File: src/rtl/wrst_pkg.sv
`timescale 1ns/1ps
package wrst_pkg;
  localparam int unsigned CTRL_ARM_BIT = 0;

  function automatic int unsigned num_bytes(input int unsigned cnt_w, input int unsigned data_w);
    return (cnt_w + data_w - 1) / data_w;
  endfunction
endpackage

File: src/rtl/wrst_regs.sv
`timescale 1ns/1ps
module wrst_regs
  import wrst_pkg::*;
#(
  parameter int unsigned CNT_W     = 16,
  parameter int unsigned DATA_W    = 8,
  parameter int unsigned ADDR_W    = 2,
  parameter int unsigned RESET_CNT = 400
) (
  input  logic              clk_i,
  input  logic              rst_ni,
  input  logic              wr_en_i,
  input  logic [ADDR_W-1:0] wr_addr_i,
  input  logic [DATA_W-1:0] wr_data_i,
  output logic [CNT_W-1:0]  cnt_o,
  output logic              arm_rise_o
);
  localparam int unsigned NB = num_bytes(CNT_W, DATA_W);
  localparam int unsigned CTRL_ADDR = NB;
  localparam logic [NB*DATA_W-1:0] RST_VAL = (NB*DATA_W)'(RESET_CNT);

  logic [DATA_W-1:0] byte_q [NB];
  logic [NB*DATA_W-1:0] cnt_flat;
  logic arm_q;
  logic ctrl_wr;

  for (genvar g = 0; g < NB; g++) begin : g_byte
    always_ff @(posedge clk_i or negedge rst_ni) begin
      if (!rst_ni) byte_q[g] <= RST_VAL[g*DATA_W +: DATA_W];
      else if (wr_en_i && (wr_addr_i == ADDR_W'(g))) byte_q[g] <= wr_data_i;
    end
    assign cnt_flat[g*DATA_W +: DATA_W] = byte_q[g];
  end

  assign cnt_o   = cnt_flat[CNT_W-1:0];
  assign ctrl_wr = wr_en_i && (wr_addr_i == ADDR_W'(CTRL_ADDR));

  always_ff @(posedge clk_i or negedge rst_ni) begin
    if (!rst_ni) arm_q <= 1'b0;
    else if (ctrl_wr) arm_q <= wr_data_i[CTRL_ARM_BIT];
  end

  // start request lands on the same edge that writes the arm bit
  assign arm_rise_o = ctrl_wr && wr_data_i[CTRL_ARM_BIT] && !arm_q;
endmodule

File: src/rtl/wrst_timer.sv
`timescale 1ns/1ps
module wrst_timer #(
  parameter int unsigned CNT_W = 16
) (
  input  logic             clk_i,
  input  logic             rst_ni,
  input  logic             start_i,
  input  logic [CNT_W-1:0] load_i,
  output logic             active_o,
  output logic [CNT_W-1:0] remain_o
);
  localparam logic [CNT_W-1:0] ONE = CNT_W'(1);

  logic             active_q;
  logic [CNT_W-1:0] remain_q;

  always_ff @(posedge clk_i or negedge rst_ni) begin
    if (!rst_ni) begin
      active_q <= 1'b0;
      remain_q <= '0;
    end else if (!active_q) begin
      if (start_i) begin
        active_q <= 1'b1;
        remain_q <= (load_i == '0) ? ONE : load_i;
      end
    end else if (remain_q == ONE) begin
      active_q <= 1'b0;
      remain_q <= '0;
    end else begin
      remain_q <= remain_q - ONE;
    end
  end

  assign active_o = active_q;
  assign remain_o = remain_q;
endmodule

File: src/rtl/wrst_gen.sv
`timescale 1ns/1ps
module wrst_gen #(
  parameter int unsigned CNT_W     = 16,
  parameter int unsigned DATA_W    = 8,
  parameter int unsigned ADDR_W    = 2,
  parameter int unsigned RESET_CNT = 400
) (
  input  logic              clk_i,
  input  logic              rst_ni,
  input  logic              wr_en_i,
  input  logic [ADDR_W-1:0] wr_addr_i,
  input  logic [DATA_W-1:0] wr_data_i,
  output logic              card_rst_o,
  output logic              busy_o
);
  logic [CNT_W-1:0] cnt;
  logic [CNT_W-1:0] remain;
  logic             arm_rise;
  logic             active;

  wrst_regs #(
    .CNT_W(CNT_W), .DATA_W(DATA_W), .ADDR_W(ADDR_W), .RESET_CNT(RESET_CNT)
  ) u_regs (
    .clk_i, .rst_ni, .wr_en_i, .wr_addr_i, .wr_data_i,
    .cnt_o(cnt), .arm_rise_o(arm_rise)
  );

  wrst_timer #(.CNT_W(CNT_W)) u_timer (
    .clk_i, .rst_ni,
    .start_i(arm_rise), .load_i(cnt),
    .active_o(active), .remain_o(remain)
  );

  assign card_rst_o = ~active;
  assign busy_o     = active;
endmodule

File: config.mk
export PLATFORM = sky130hd
export DESIGN_NAME = wrst_gen
export DESIGN_NICKNAME = d
export VERILOG_FILES = /design/src/rtl/wrst_pkg.sv /design/src/rtl/wrst_regs.sv /design/src/rtl/wrst_timer.sv /design/src/rtl/wrst_gen.sv
export SDC_FILE = /design/constraint.sdc
export NUM_CORES = 1
export LEC_CHECK = 0
export ABC_AREA = 0
export BUFFER_PORTS_ARGS = -buffer_cell sky130_fd_sc_hd__buf_2
export CAP_MARGIN = 5
export CORE_MARGIN = 3
export CORE_UTILIZATION = 25
export CTS_BUF_LIST = sky130_fd_sc_hd__clkbuf_8
export CTS_CLUSTER_DIAMETER = 80
export DETAILED_ROUTE_END_ITERATION = 8
export HOLD_SLACK_MARGIN = 0.12
export PLACE_DENSITY = 0.51
export SLEW_MARGIN = 20
export SYNTH_ARGS = -nofsm -noshare
export SYNTH_HDL_FRONTEND = slang
export SYNTH_SLANG_ARGS = --single-unit
File: constraint.sdc
create_clock -name clk_i -period 1.95 [get_ports clk_i]
set_input_delay 0.585 -clock clk_i [delete_from_list [all_inputs] [get_ports clk_i]]
set_output_delay 0.585 -clock clk_i [all_outputs]
set_load 0.02 [all_outputs]
==> results.txt, run 1 <==
The run finished with clean final reports. The number of rows in the core area is 30. After layout, the worst path uses 96.9% of the clock period.

0 antenna diodes ended up in the layout. The max capacitance violation total is 0. The number of antenna violations at the first check in global routing is 0. The H-tree generated during clock tree synthesis spans 2 levels. The via density per instance is 5.01.

The vertical die dimension came out at 91.8 um. The sum of negative setup slack is 0 ns. The post-synthesis to final-layout area growth came out at 22.6%. The share of flip-flops with an asynchronous set or reset came out at 100%. Counting I/O delays and the setup requirement, the final critical path takes approximately 1.9 ns. The leakage power figure is 0.865 nW. The number of different library cells in the post-synthesis netlist came out at 46.

The post-placement cell count is 286. Clock-pin slew was measured on the worst setup and hold paths at 0.08 ns. The number of detailed-routing iterations run before antenna repair came out at 4. The via count of the routed design came out at 1484. STA classifies the critical path endpoint as a register. The worst setup path is of the register to register kind. dfrtp_1 takes more of the synthesized area than any other cell. The worst clock skew on the final layout is 0.00403 ns. The highest fanout seen on the critical path came out at 4. The die is 91.8 um wide. The sequential area share after synthesis is 46.4%. The total congestion overflow is 0. The number of failing hold endpoints at the final stage came out at 0. The detail route stage leaves a number of antenna-violating nets equal to 0.

The maximum vdd ir drop is between 0.4 and 0.5 mV. The synthesized area came out at 0.00184 sq mm. The maximum frequency from static timing analysis came out at 0.529 GHz.

During synthesis, Yosys emitted a total of 0 warnings. Once the floorplan was initialized, standard cells occupied 26.4% of the core. The adder-cell share of the synthesized area came out at 1.36%.

The routed wire length came out at 4750 um. Across the whole layout, storage elements account for about 850 sq um. TritonCTS built the clock tree. Clock tree synthesis inserted a total of 5 buffers.

The share of the synthesized area in the top cell type is 42.1%. The max-slew violation count is 0. Data on the critical path is required at its endpoint by 2.13 ns. The number of global-route vias before repair came out at 1505. In the synthesized netlist, mux cells make up 12.5% of the area. The area used by multi-input combinational logic is 953 sq um. At the end of routability-driven placement, the weighted congestion stood at slightly above 0.8. The largest family of logic cells by synthesized area is simple AND/OR/NAND/NOR gates.

Sorting the synthesized cells by area gives the leading types as dfrtp_1 42%, mux2_1 4.9%, mux2_2 4.9%. The worst-case clock buffer depth came out at 2. The total of fill cells in the finished design came out at 760. The clock latency reported for the late side of the worst-skew pair came out at roughly 0.3 ns. The I/O pin total is 15.

The fraction of layout cells with a size suffix above 1 came out at 28.5%. The number of synthesized register bits came out at 34. The power density normalized to cell area is ~730 mW/mm^2. At the pin with the least slew margin, the transition time is 0.525 ns. The worst pin sits at a relative slew slack of 65.0%.

Data on the critical path arrives at its endpoint at around 2.1 ns. The wire length per cell came out at 16.0 um. The total global-route track usage came out at roughly an eighth.

The XOR/XNOR share of the synthesized area came out at 4.28%. The number of nets in the layout is 214. The number of sinks handled by clock tree synthesis came out at 34. The synthesized net count is between 150 and 200.

The synthesized-area fraction occupied by and/or/nand/nor cells is 22.3%. The synthesized netlist devotes 11.2% of its cell area to compound gates. The mean instance size in the synthesized netlist is between 10 and 15 sq um. Synthesis produced a netlist whose cell count is between 150 and 200. The count of unresolved DRC violations after routing came out at 0. The number of I/O port buffers came out at 14. The cell sitting at the root of the clock tree is a clkbuf_8. In this run the worst hold path is classified as input port to asynchronous set/reset pin. The die covers between 0.008 and 0.009 sq mm. The area of the core came out at 0.00698 sq mm. STA classifies the critical path startpoint as a register. The initial detailed-routing violation count is 63.

Counting flops with a built-in enable in the synthesized netlist gives 0. Setup violations remaining at the end of the flow were counted as 0. The non-filler instance count after layout came out at 296. Entering global routing, the biggest net connects 19 pins. Among all flip-flop cells after synthesis, the most frequent one is dfrtp_1. After legalization and detailed placement, the total HPWL measured approximately 3500 um. The first-pass GRT wire length came out at just over 8000 um.
==> logic make-up (layout without fill, tap and decap cells) <==
| logic type | count (synthesis) | count (layout) |
|---|---|---|
| AND/OR/NAND/NOR | 63 | 63 |
| flip-flops | 34 | 34 |
| AO/OA/AOI/OAI | 30 | 30 |
| multiplexers | 21 | 21 |
| XOR/XNOR | 9 | 9 |
| buffers and inverters | 7 | 41 |
| adder cells (fa/ha/maj) | 2 | 2 |
==> sequential cells by signal, indices dropped and copies added (netlist names) <==
register	count
u_regs.arm_q	1
u_regs.cnt_o	16
u_timer.active_o	1
u_timer.remain_o	16
==> worst max-delay path, cell delays in order, from the launching register on <==
cell and delay, ns:
dfrtp_1 0.42, inv_1 0.12, ha_1 0.15, nor4b_2 0.26
nand4_1 0.26, a31o_1 0.28, a221o_1 0.29
==> power breakdown <==
| group | internal [W] | switching [W] | total [W] |
|---|---|---|---|
| clock network | 0.000380 | 0.000289 | 0.000669 |
| registers | 0.000781 | 0.0000647 | 0.000845 |
| logic | 0.0000720 | 0.0000580 | 0.000130 |
| total | 0.00123 | 0.000412 | 0.00164 |
==> final timing paths <==
check | cells after the start | start | slack [ns] | endpoint
min in group clk_i | 2 | u_regs.arm_q | 0.50 | u_regs.arm_q
setup / recovery | 6 | u_timer.remain_o[1] | 0.06 | u_timer.remain_o[12]
max in group asynchronous | 2 | rst_ni | 1.30 | u_regs.arm_q
hold / removal | 1 | rst_ni | 0.21 | u_timer.remain_o[8]
setup reg to reg | 6 | u_timer.remain_o[1] | 0.06 | u_timer.remain_o[12]
hold reg to reg | 2 | u_regs.arm_q | 0.50 | u_regs.arm_q
==> repair_timing <==
action | 4_1_cts | 5_1_grt
pin swaps | 1 | 0
resized for setup | 0 | 1
setup endpoints to repair | 1 | 10
hold buffers | 0 | 0
setup buffers | 0 | 2
==> through the flow <==
step	hold WS, ns	setup WS (ns)	power, W	area [sq um]	util (%)
final	0.208	0.0610	0.00164	2260	32.3
after CTS	0.212	0.00457	0.00167	2240	32.1
after global routing	0.224	-0.00914	0.00174	2260	32.3
after floorplan	0.289	0.262	0.000908	1840	-
after global placement	0.491	-0.00467	0.000989	2120	30.4
after detailed placement	0.486	0.0251	0.000991	2120	30.4
==> cell usage in the layout, fill, tap and decap left out, drive strengths merged, types with 2 or more instances in the layout <==
cell type  instances
buf               30
xnor2              4
a32oi              5
mux2i              5
nor4               8
xor2               5
dfstp              3
clkbuf             5
nor3b              3
nor2               6
nand3b             2
inv                3
or3                3
ha                 2
dfrtp             31
nor3               8
nor2b              2
o22ai              3
nand4              4
o211ai             2
nand4b             2
mux2              16
nand3              9
o21ai              8
a21oi              5
nand2             11
clkinvlp           2
==> metal layers <==
metal / vias up / GRT usage, % / part of all wire, %
met5: - / 0 / 0
met4: 0 / 6.31 / 1.9
met3: 8 / 3.12 / 5.9
met2: 38 / 17.3 / 42
met1: 736 / 18.1 / 50
li1: 702 / - / -
==> cell usage after synthesis, types with 2 or more instances <==
| cell type | number |
|---|---|
| nand3_1 | 9 |
| o21ai_1 | 7 |
| mux2_2 | 8 |
| clkbuf_1 | 2 |
| nor4_4 | 2 |
| inv_1 | 2 |
| mux2_1 | 8 |
| dfstp_2 | 3 |
| a32oi_1 | 5 |
| ha_1 | 2 |
| o211ai_1 | 2 |
| mux2i_1 | 5 |
| nand2_1 | 11 |
| a21oi_1 | 5 |
| or3_1 | 3 |
| nor3b_1 | 2 |
| nor2_1 | 6 |
| dfrtp_1 | 31 |
| nand4b_1 | 2 |
| xnor2_1 | 4 |
| xor2_1 | 5 |
| nor2b_1 | 2 |
| o22ai_1 | 3 |
| nand3b_1 | 2 |
| nor4_1 | 6 |
| nand4_1 | 3 |
| nor3_1 | 7 |
==> final cells by class <==
type,count,share of cell area (%)
Sequential cell,34,37.9
Inverter,3,0.499
Tap cell,96,5.32
Multi-Input combinational cell,125,42.3
Clock buffer,5,3.05
Clock inverter,3,2.00
Timing Repair Buffer,30,8.99
Note: power is estimated with default switching activity, not from simulation.
==> run 2, diff against run 1 <==
==> constraint.sdc (replaced) <==
create_clock -name clk_i -period 1.85 [get_ports clk_i]
set_input_delay 0.555 -clock clk_i [delete_from_list [all_inputs] [get_ports clk_i]]
set_output_delay 0.555 -clock clk_i [all_outputs]
set_load 0.02 [all_outputs]
==> results.txt, run 2 (synthesis results as in run 1) <==
The largest incremental delay on the critical path came to 0.41 ns (about the same). In this run the critical register-to-register path is launched from u_timer.remain_o[0]. The count of unresolved DRC violations after routing was 0 (unchanged).

The clock period minus worst slack came to 1.75 ns (-0.138 ns). The fraction of layout cells with a size suffix above 1 is 31.6% (+3.1 points). The measured slew at the worst slew-check pin is 0.412 ns (-0.112 ns). The wire length per cell came out at 15.7 um (-2.4%). The routability congestion estimate is 0.907 (+11%). The slack of the worst reg-to-reg path is 0.1 ns (+0.04 ns).

The number of nets in the layout is 220 (+2.8%). The initial detailed-routing violation count came out at 88 (+40%). The starting density of the core is 26.4% (unchanged). The area of the core came out at 0.00698 sq mm (unchanged). By startpoint and endpoint, the worst setup path is classified as register to register. The number of sinks handled by clock tree synthesis was 34 (unchanged).

The clock buffer count from CTS came out at 5 (unchanged). The post-CTS setup buffer count came out at 0 (unchanged). The clock tree root buffer cell is clkbuf_8. The remaining antenna violation count after routing came to 0 (unchanged). The count of buffering cells on the critical path with inverters included is 1 (unchanged). The part of the power in registers came to 47.8% (-3.6 points). The cell-internal power is 0.00144 W (+17%).

The maximum number of pins on one net before global-route repair came to 20 (+1). The first-pass GRT wire length is 8400 um (+3.5%). The post-place setup slack is 0.0227 ns (-0.00237 ns).

The antenna diode count came to 0 (unchanged). The chip width is 91.8 um (unchanged). The worst register-to-register path ends at u_timer.remain_o[12].

The number of failing hold endpoints at the final stage came to 0 (unchanged). The via count of the routed design is 1504 (+1.3%). The maximum level of the CTS H-tree was 2 (unchanged). The logic depth of the worst register-to-register path is 6 (unchanged). The total congestion overflow was 0 (unchanged). The worst slew margin relative to its limit is 72.4% (+7.4 points). The required time at the worst-slack endpoint is 2.02 ns (-0.11 ns). The family of cells with the greatest summed delay on the critical path is compound AO/OA/AOI/OAI gates. The worst hold slack after final layout came out at 0.175 ns (-0.0336 ns). The clock-pin transition on the worst setup and hold timing paths came out at 0.08 ns (about the same).

The share of the core filled with cells is 33.6% (+1.3 points). The met2 capacity usage during global routing came out at 18.5% (+1.2 points). The number of global-route vias before repair is 1589 (+5.6%). The max capacitance violation total came out at 0 (unchanged). The maximum frequency from static timing analysis came out at 0.571 GHz (+7.9%). The worst-case clock buffer depth came out at 2 (unchanged).

The total global-route track usage came out at 12.6% (+0.045 points). Walking the worst path, the cells encountered are inv_1, ha_1, nor3b_2, nand4_1, a31o_1, a221o_1. The met3 layer usage reported by global route is 2.54% (-0.57 points). The portion of total power attributed to the clock network was 44.9% (+4.2 points). Compared with the post-synthesis result, the final layout area differs by 27.3%.

The flow ran to the end, and the final reports show no timing, DRC or antenna violations. The power density normalized to cell area is 796 mW/mm^2 (+9.2%). The clock latency reported for the late side of the worst-skew pair is 0.29 ns (about the same). The total setup violations reported at the end of the flow came out at 0 (unchanged). The fraction of power consumed by combinational cells came out at 7.3% (-0.6 points).

The via density per instance came out at 4.98 (-0.67%). TritonCTS built the clock tree. Leaving out fill and tap cells, the most frequent cell in the layout is dfrtp_1.

The maximum vdd ir drop came out at 0.496 mV (+15%). The global-route met1 utilization is 18.7% (+0.56 points). met1 is the most crowded layer. The critical-path cell with the highest stage delay is dfrtp_1. The I/O pin total was 15 (unchanged). The floorplan die area is 0.00843 sq mm (unchanged).

The number of antenna violations at the first check in global routing is 0 (unchanged). The switching share of power came out at 22.9% (-2.1 points). The total of hold buffers inserted after clock tree synthesis came out at 0 (unchanged). The number of detailed-routing iterations run before antenna repair is 4 (unchanged). The type of element launching the critical path is a register. The highest fanout seen on the critical path came to 4 (unchanged). The sum of net half-perimeters after detailed placement came out at 3560 um (+0.91%). Setup repair after global routing left no endpoint under its margin. The vertical die dimension came out at 91.8 um (unchanged). The number of I/O port buffers is 14 (unchanged). The worst clock skew on the final layout came out at 0.00947 ns (+0.00544 ns). The arrival time reported for the critical path endpoint came out at 1.92 ns (-0.15 ns). The worst setup path is captured at a register. The final worst-path setup slack is 0.0993 ns (+0.0384 ns). The final cycle utilization of the critical path came to 94.6% (-2.2 points).

The routed wire length came out at 4730 um (-0.40%). The tightest min-delay check is of the input port to asynchronous set/reset pin type. The leakage power figure is 0.913 nW (+5.6%).

The switching power is 0.000427 W (+3.7%). The sum of negative setup slack was 0 ns (unchanged). The max-slew violation count came out at 0 (unchanged).

The top cell types in the final layout, fill and taps aside, are 30 x dfrtp_1, 21 x buf_4, 14 x buf_2. The number of rows in the core area is 30 (unchanged).
run 2: power by group through the flow:
stage | logic [W] | clock network [W] | registers [W]
finish | 0.000136 | 0.000837 | 0.000892
floorplan | 0.0000849 | 0 | 0.000873
detailed placement | 0.000139 | 0 | 0.000906
global placement | 0.000137 | 0 | 0.000907
CTS | 0.000140 | 0.000859 | 0.000891
global route | 0.000154 | 0.000898 | 0.000904
run 2: worst max path at each step:
stage	start	end	slack [ns]	depth (start not counted)
global placement	u_timer.remain_o[0]	u_timer.remain_o[12]	0.1	6
global route	u_timer.remain_o[1]	u_timer.remain_o[3]	0.003	6
detailed placement	u_timer.remain_o[0]	u_timer.remain_o[12]	0.02	6
floorplan	u_timer.remain_o[2]	u_timer.remain_o[15]	0.16	5
CTS	u_timer.remain_o[0]	u_timer.remain_o[12]	0.006	6
finish	u_timer.remain_o[0]	u_timer.remain_o[12]	0.1	6
run 2: routing by layer:
| metal | routed length, um | share of wire, % | vias to the layer above |
|---|---|---|---|
| met5 | 0 | 0 | - |
| met3 | 197 | 4.2 | 5 |
| met4 | 56 | 1.2 | 0 |
| li1 | - | - | 712 |
| met2 | 2040 | 43 | 32 |
| met1 | 2430 | 51 | 755 |
run 2: metrics by stage:
stage,instances,power [W],cell area (sq um)
finish,302,0.00187,2340
global route,302,0.00196,2340
CTS,302,0.00189,2320
detailed placement,294,0.00105,2180
global placement,294,0.00104,2180
floorplan,166,0.000958,1840
run 2: area by class of cell:
type,count,area (sq um)
multi-input combinational,125,971
clock buffer,5,68.8
tap,96,120
clock inverter,3,68.8
inverter,3,11.3
timing repair buffer,36,248
sequential,34,856
fill,741,4640
run 2: timing repair:
| item | in CTS | in global routing |
|---|---|---|
| gates resized for setup | 0 | 4 |
| endpoints found under the hold margin | 0 | 0 |
| setup endpoints to repair | 0 | 10 |
==> run 3, diff against run 2 <==
--- a/config.mk
+++ b/config.mk
@@ -8,6 +8,7 @@
 export ABC_AREA = 0
 export BUFFER_PORTS_ARGS = -buffer_cell sky130_fd_sc_hd__buf_2
 export CAP_MARGIN = 5
+export CORE_ASPECT_RATIO = 1.25
 export CORE_MARGIN = 3
 export CORE_UTILIZATION = 25
 export CTS_BUF_LIST = sky130_fd_sc_hd__clkbuf_8
==> results.txt, run 3 (synthesis results as in run 1) <==
The post-place setup slack came out at 0.0575 ns (+0.0347 ns). The chip width was 82.7 um (-9.9%). The number of rows in the core area is 34 (+13%). The floorplan die area is 0.00843 sq mm (about the same).

The clock latency reported for the late side of the worst-skew pair is 0.29 ns (about the same). The first-pass GRT wire length is 7840 um (-6.7%). The measured slew at the worst slew-check pin is 0.491 ns (+0.0791 ns). The number of global-route vias before repair is 1566 (-1.4%). The slowest stage of the critical path is the nor4_1 cell. The via count of the routed design is 1497 (-0.47%). The largest incremental delay on the critical path is 0.48 ns (+0.07 ns).

The worst setup path is launched from a register. In the layout the commonest cells are 31 x dfrtp_1, 22 x buf_4, 14 x buf_2. The count of unresolved DRC violations after routing came to 0 (unchanged). The clock tree root buffer cell is clkbuf_8. The antenna diode count came to 0 (unchanged).

The max-slew violation count is 0 (unchanged). The post-CTS setup buffer count is 0 (unchanged). The worst-case clock buffer depth came to 2 (unchanged). The number of nets in the layout was 221 (+0.45%). The global-route met1 utilization is 16.5% (-2.2 points). The maximum vdd ir drop came out at 0.380 mV (-23%).

The post-route standard cell area excluding fillers came out at 0.00228 sq mm (-2.7%). The TritonCTS clock tree is yes. The area taken by flip-flops and latches is 855 sq um (-0.15%).

The final cycle utilization of the critical path came out at 94.9% (+0.22 points). The worst slew margin relative to its limit is 66.9% (-5.5 points). The starting density of the core is 26.1% (-0.30 points). The routability congestion estimate came out at 0.944 (+4.2%). The maximum frequency from static timing analysis was 0.570 GHz (-0.23%). The number of sinks handled by clock tree synthesis came out at 34 (unchanged).

The highest fanout seen on the critical path came to 4 (unchanged). The flow ran to the end, and the final reports show no timing, DRC or antenna violations. The number of detailed-routing iterations run before antenna repair is 4 (unchanged). The initial detailed-routing violation count came out at 92 (+4.5%). The area of placed instances came out at 0.00218 sq mm (unchanged). Tracing the worst setup path back leads to its startpoint at u_timer.remain_o[13]. In this run the critical register-to-register path is captured at u_timer.remain_o[12].

The maximum number of pins on one net before global-route repair came to 19 (-5.0%). The number of failing hold endpoints at the final stage came out at 0 (unchanged). The leakage power figure is 0.904 nW (-0.99%). The classification of the worst setup path is register to register. The met3 layer usage reported by global route is 2.29% (-0.25 points). The number of I/O port buffers is 14 (unchanged). The worst clock skew on the final layout is 0.00689 ns (-0.00258 ns). The worst register-to-register path begins at u_timer.remain_o[13]. The non-filler instance count after layout is 297 (-1.7%). The layer carrying the most global-route usage is met2. The post-synthesis to final-layout area growth came out at 23.9%. The total of fill cells in the finished design is 763 (+3.0%). The via density per instance came out at 5.04 (+1.2%).

Traced cell by cell, the critical path runs through nor4_1, nand4_1, a31o_1, a221o_1. The total congestion overflow came to 0 (unchanged). The arrival time reported for the critical path endpoint came out at 1.93 ns (about the same). The area of the core is 0.00706 sq mm (+1.1%). The area used by multi-input combinational logic is 956 sq um (-1.5%). The met2 capacity usage during global routing is 19.4% (+0.88 points). The clock-pin transition on the worst setup and hold timing paths was 0.07 ns (about the same).

Setup repair after global routing left no endpoint under its margin. The kind of end point of the critical path is a register. The clock buffer count from CTS is 5 (unchanged).

The sum of negative setup slack is 0 ns (unchanged). The logic depth of the worst register-to-register path is 4 (-2). The max capacitance violation total came out at 0 (unchanged). The library cell used most frequently in the layout, excluding fill and tap cells, is dfrtp_1.

The I/O pin total is 15 (unchanged). The required time at the worst-slack endpoint came out at 2.02 ns (about the same). The routed wire length is 4710 um (-0.42%).

The slack of the worst reg-to-reg path came out at 0.1 ns (about the same). The remaining antenna violation count after routing came out at 0 (unchanged). The total global-route track usage was 12.4% (-0.24 points). The number of antenna violations at the first check in global routing came out at 0 (unchanged). The wire length per cell is 15.9 um (+1.3%). The final worst-path setup slack is 0.0952 ns (-0.00412 ns). The total setup violations reported at the end of the flow is 0 (unchanged). The maximum level of the CTS H-tree came out at 2 (unchanged). The vertical die dimension was 102 um (+11%). The power density normalized to cell area came out at 703 mW/mm^2 (-12%).

The fraction of layout cells with a size suffix above 1 came to 30.4% (-1.1 points). The clock period minus worst slack is 1.75 ns (+0.00412 ns). The sum of net half-perimeters after detailed placement came to 3600 um (+1.1%).

The post-placement cell count came out at 289 (-1.7%). The count of cells resized by post-cts repair is 0 (unchanged). The last element of the critical path is u_timer.remain_o[12].

In this run the worst hold path is classified as input port to asynchronous set/reset pin. The total of hold buffers inserted after clock tree synthesis came to 0 (unchanged).
==> run 3: critical path, delay by kind of cell, from the launching register on <==
family | cells | cell delay (ns)
simple gates | 2 | 0.72
compound gates | 2 | 0.54
flops | 1 | 0.38
==> run 3: worst min path at each step <==
| stage | startpoint | endpoint | slack, ns | depth (start not counted) |
|---|---|---|---|---|
| global route | rst_ni | u_timer.remain_o[7] | 0.25 | 1 |
| floorplan | rst_ni | u_regs.arm_q | 0.26 | 0 |
| global placement | u_regs.arm_q | u_regs.arm_q | 0.48 | 2 |
| finish | rst_ni | u_timer.remain_o[7] | 0.21 | 1 |
| CTS | rst_ni | u_timer.remain_o[7] | 0.23 | 1 |
| detailed placement | u_regs.arm_q | u_regs.arm_q | 0.48 | 2 |
==> run 3: metrics by stage <==
step / utilization, % / hold slack [ns] / power [W]
2_1_floorplan: - / 0.259 / 0.000958
3_3_place_gp: 30.9 / 0.476 / 0.00104
3_5_place_dp: 30.9 / 0.480 / 0.00104
4_1_cts: 32.2 / 0.231 / 0.00162
5_1_grt: 32.3 / 0.247 / 0.00166
6_report: 32.3 / 0.208 / 0.00160
==> run 3: layout make-up <==
| class | count | area share (%) |
|---|---|---|
| Clock buffer | 6 | 3.62 |
| Clock inverter | 2 | 0.384 |
| Inverter | 3 | 0.494 |
| Multi-Input combinational cell | 125 | 41.9 |
| Sequential cell | 34 | 37.5 |
| Tap cell | 90 | 4.94 |
| Timing Repair Buffer | 37 | 11.2 |
==> run 3: power by group <==
group          switching, W  total, W  internal (W)
clock              0.000281  0.000576      0.000295
combinational     0.0000596  0.000135     0.0000752
sequential        0.0000690  0.000892      0.000823
total              0.000409   0.00160       0.00119
==> run 3: routing by layer <==
layer,share of wire (%),up-vias
met5,0,-
met4,2.8,0
met3,4.9,14
met2,47,41
met1,45,728
li1,-,714
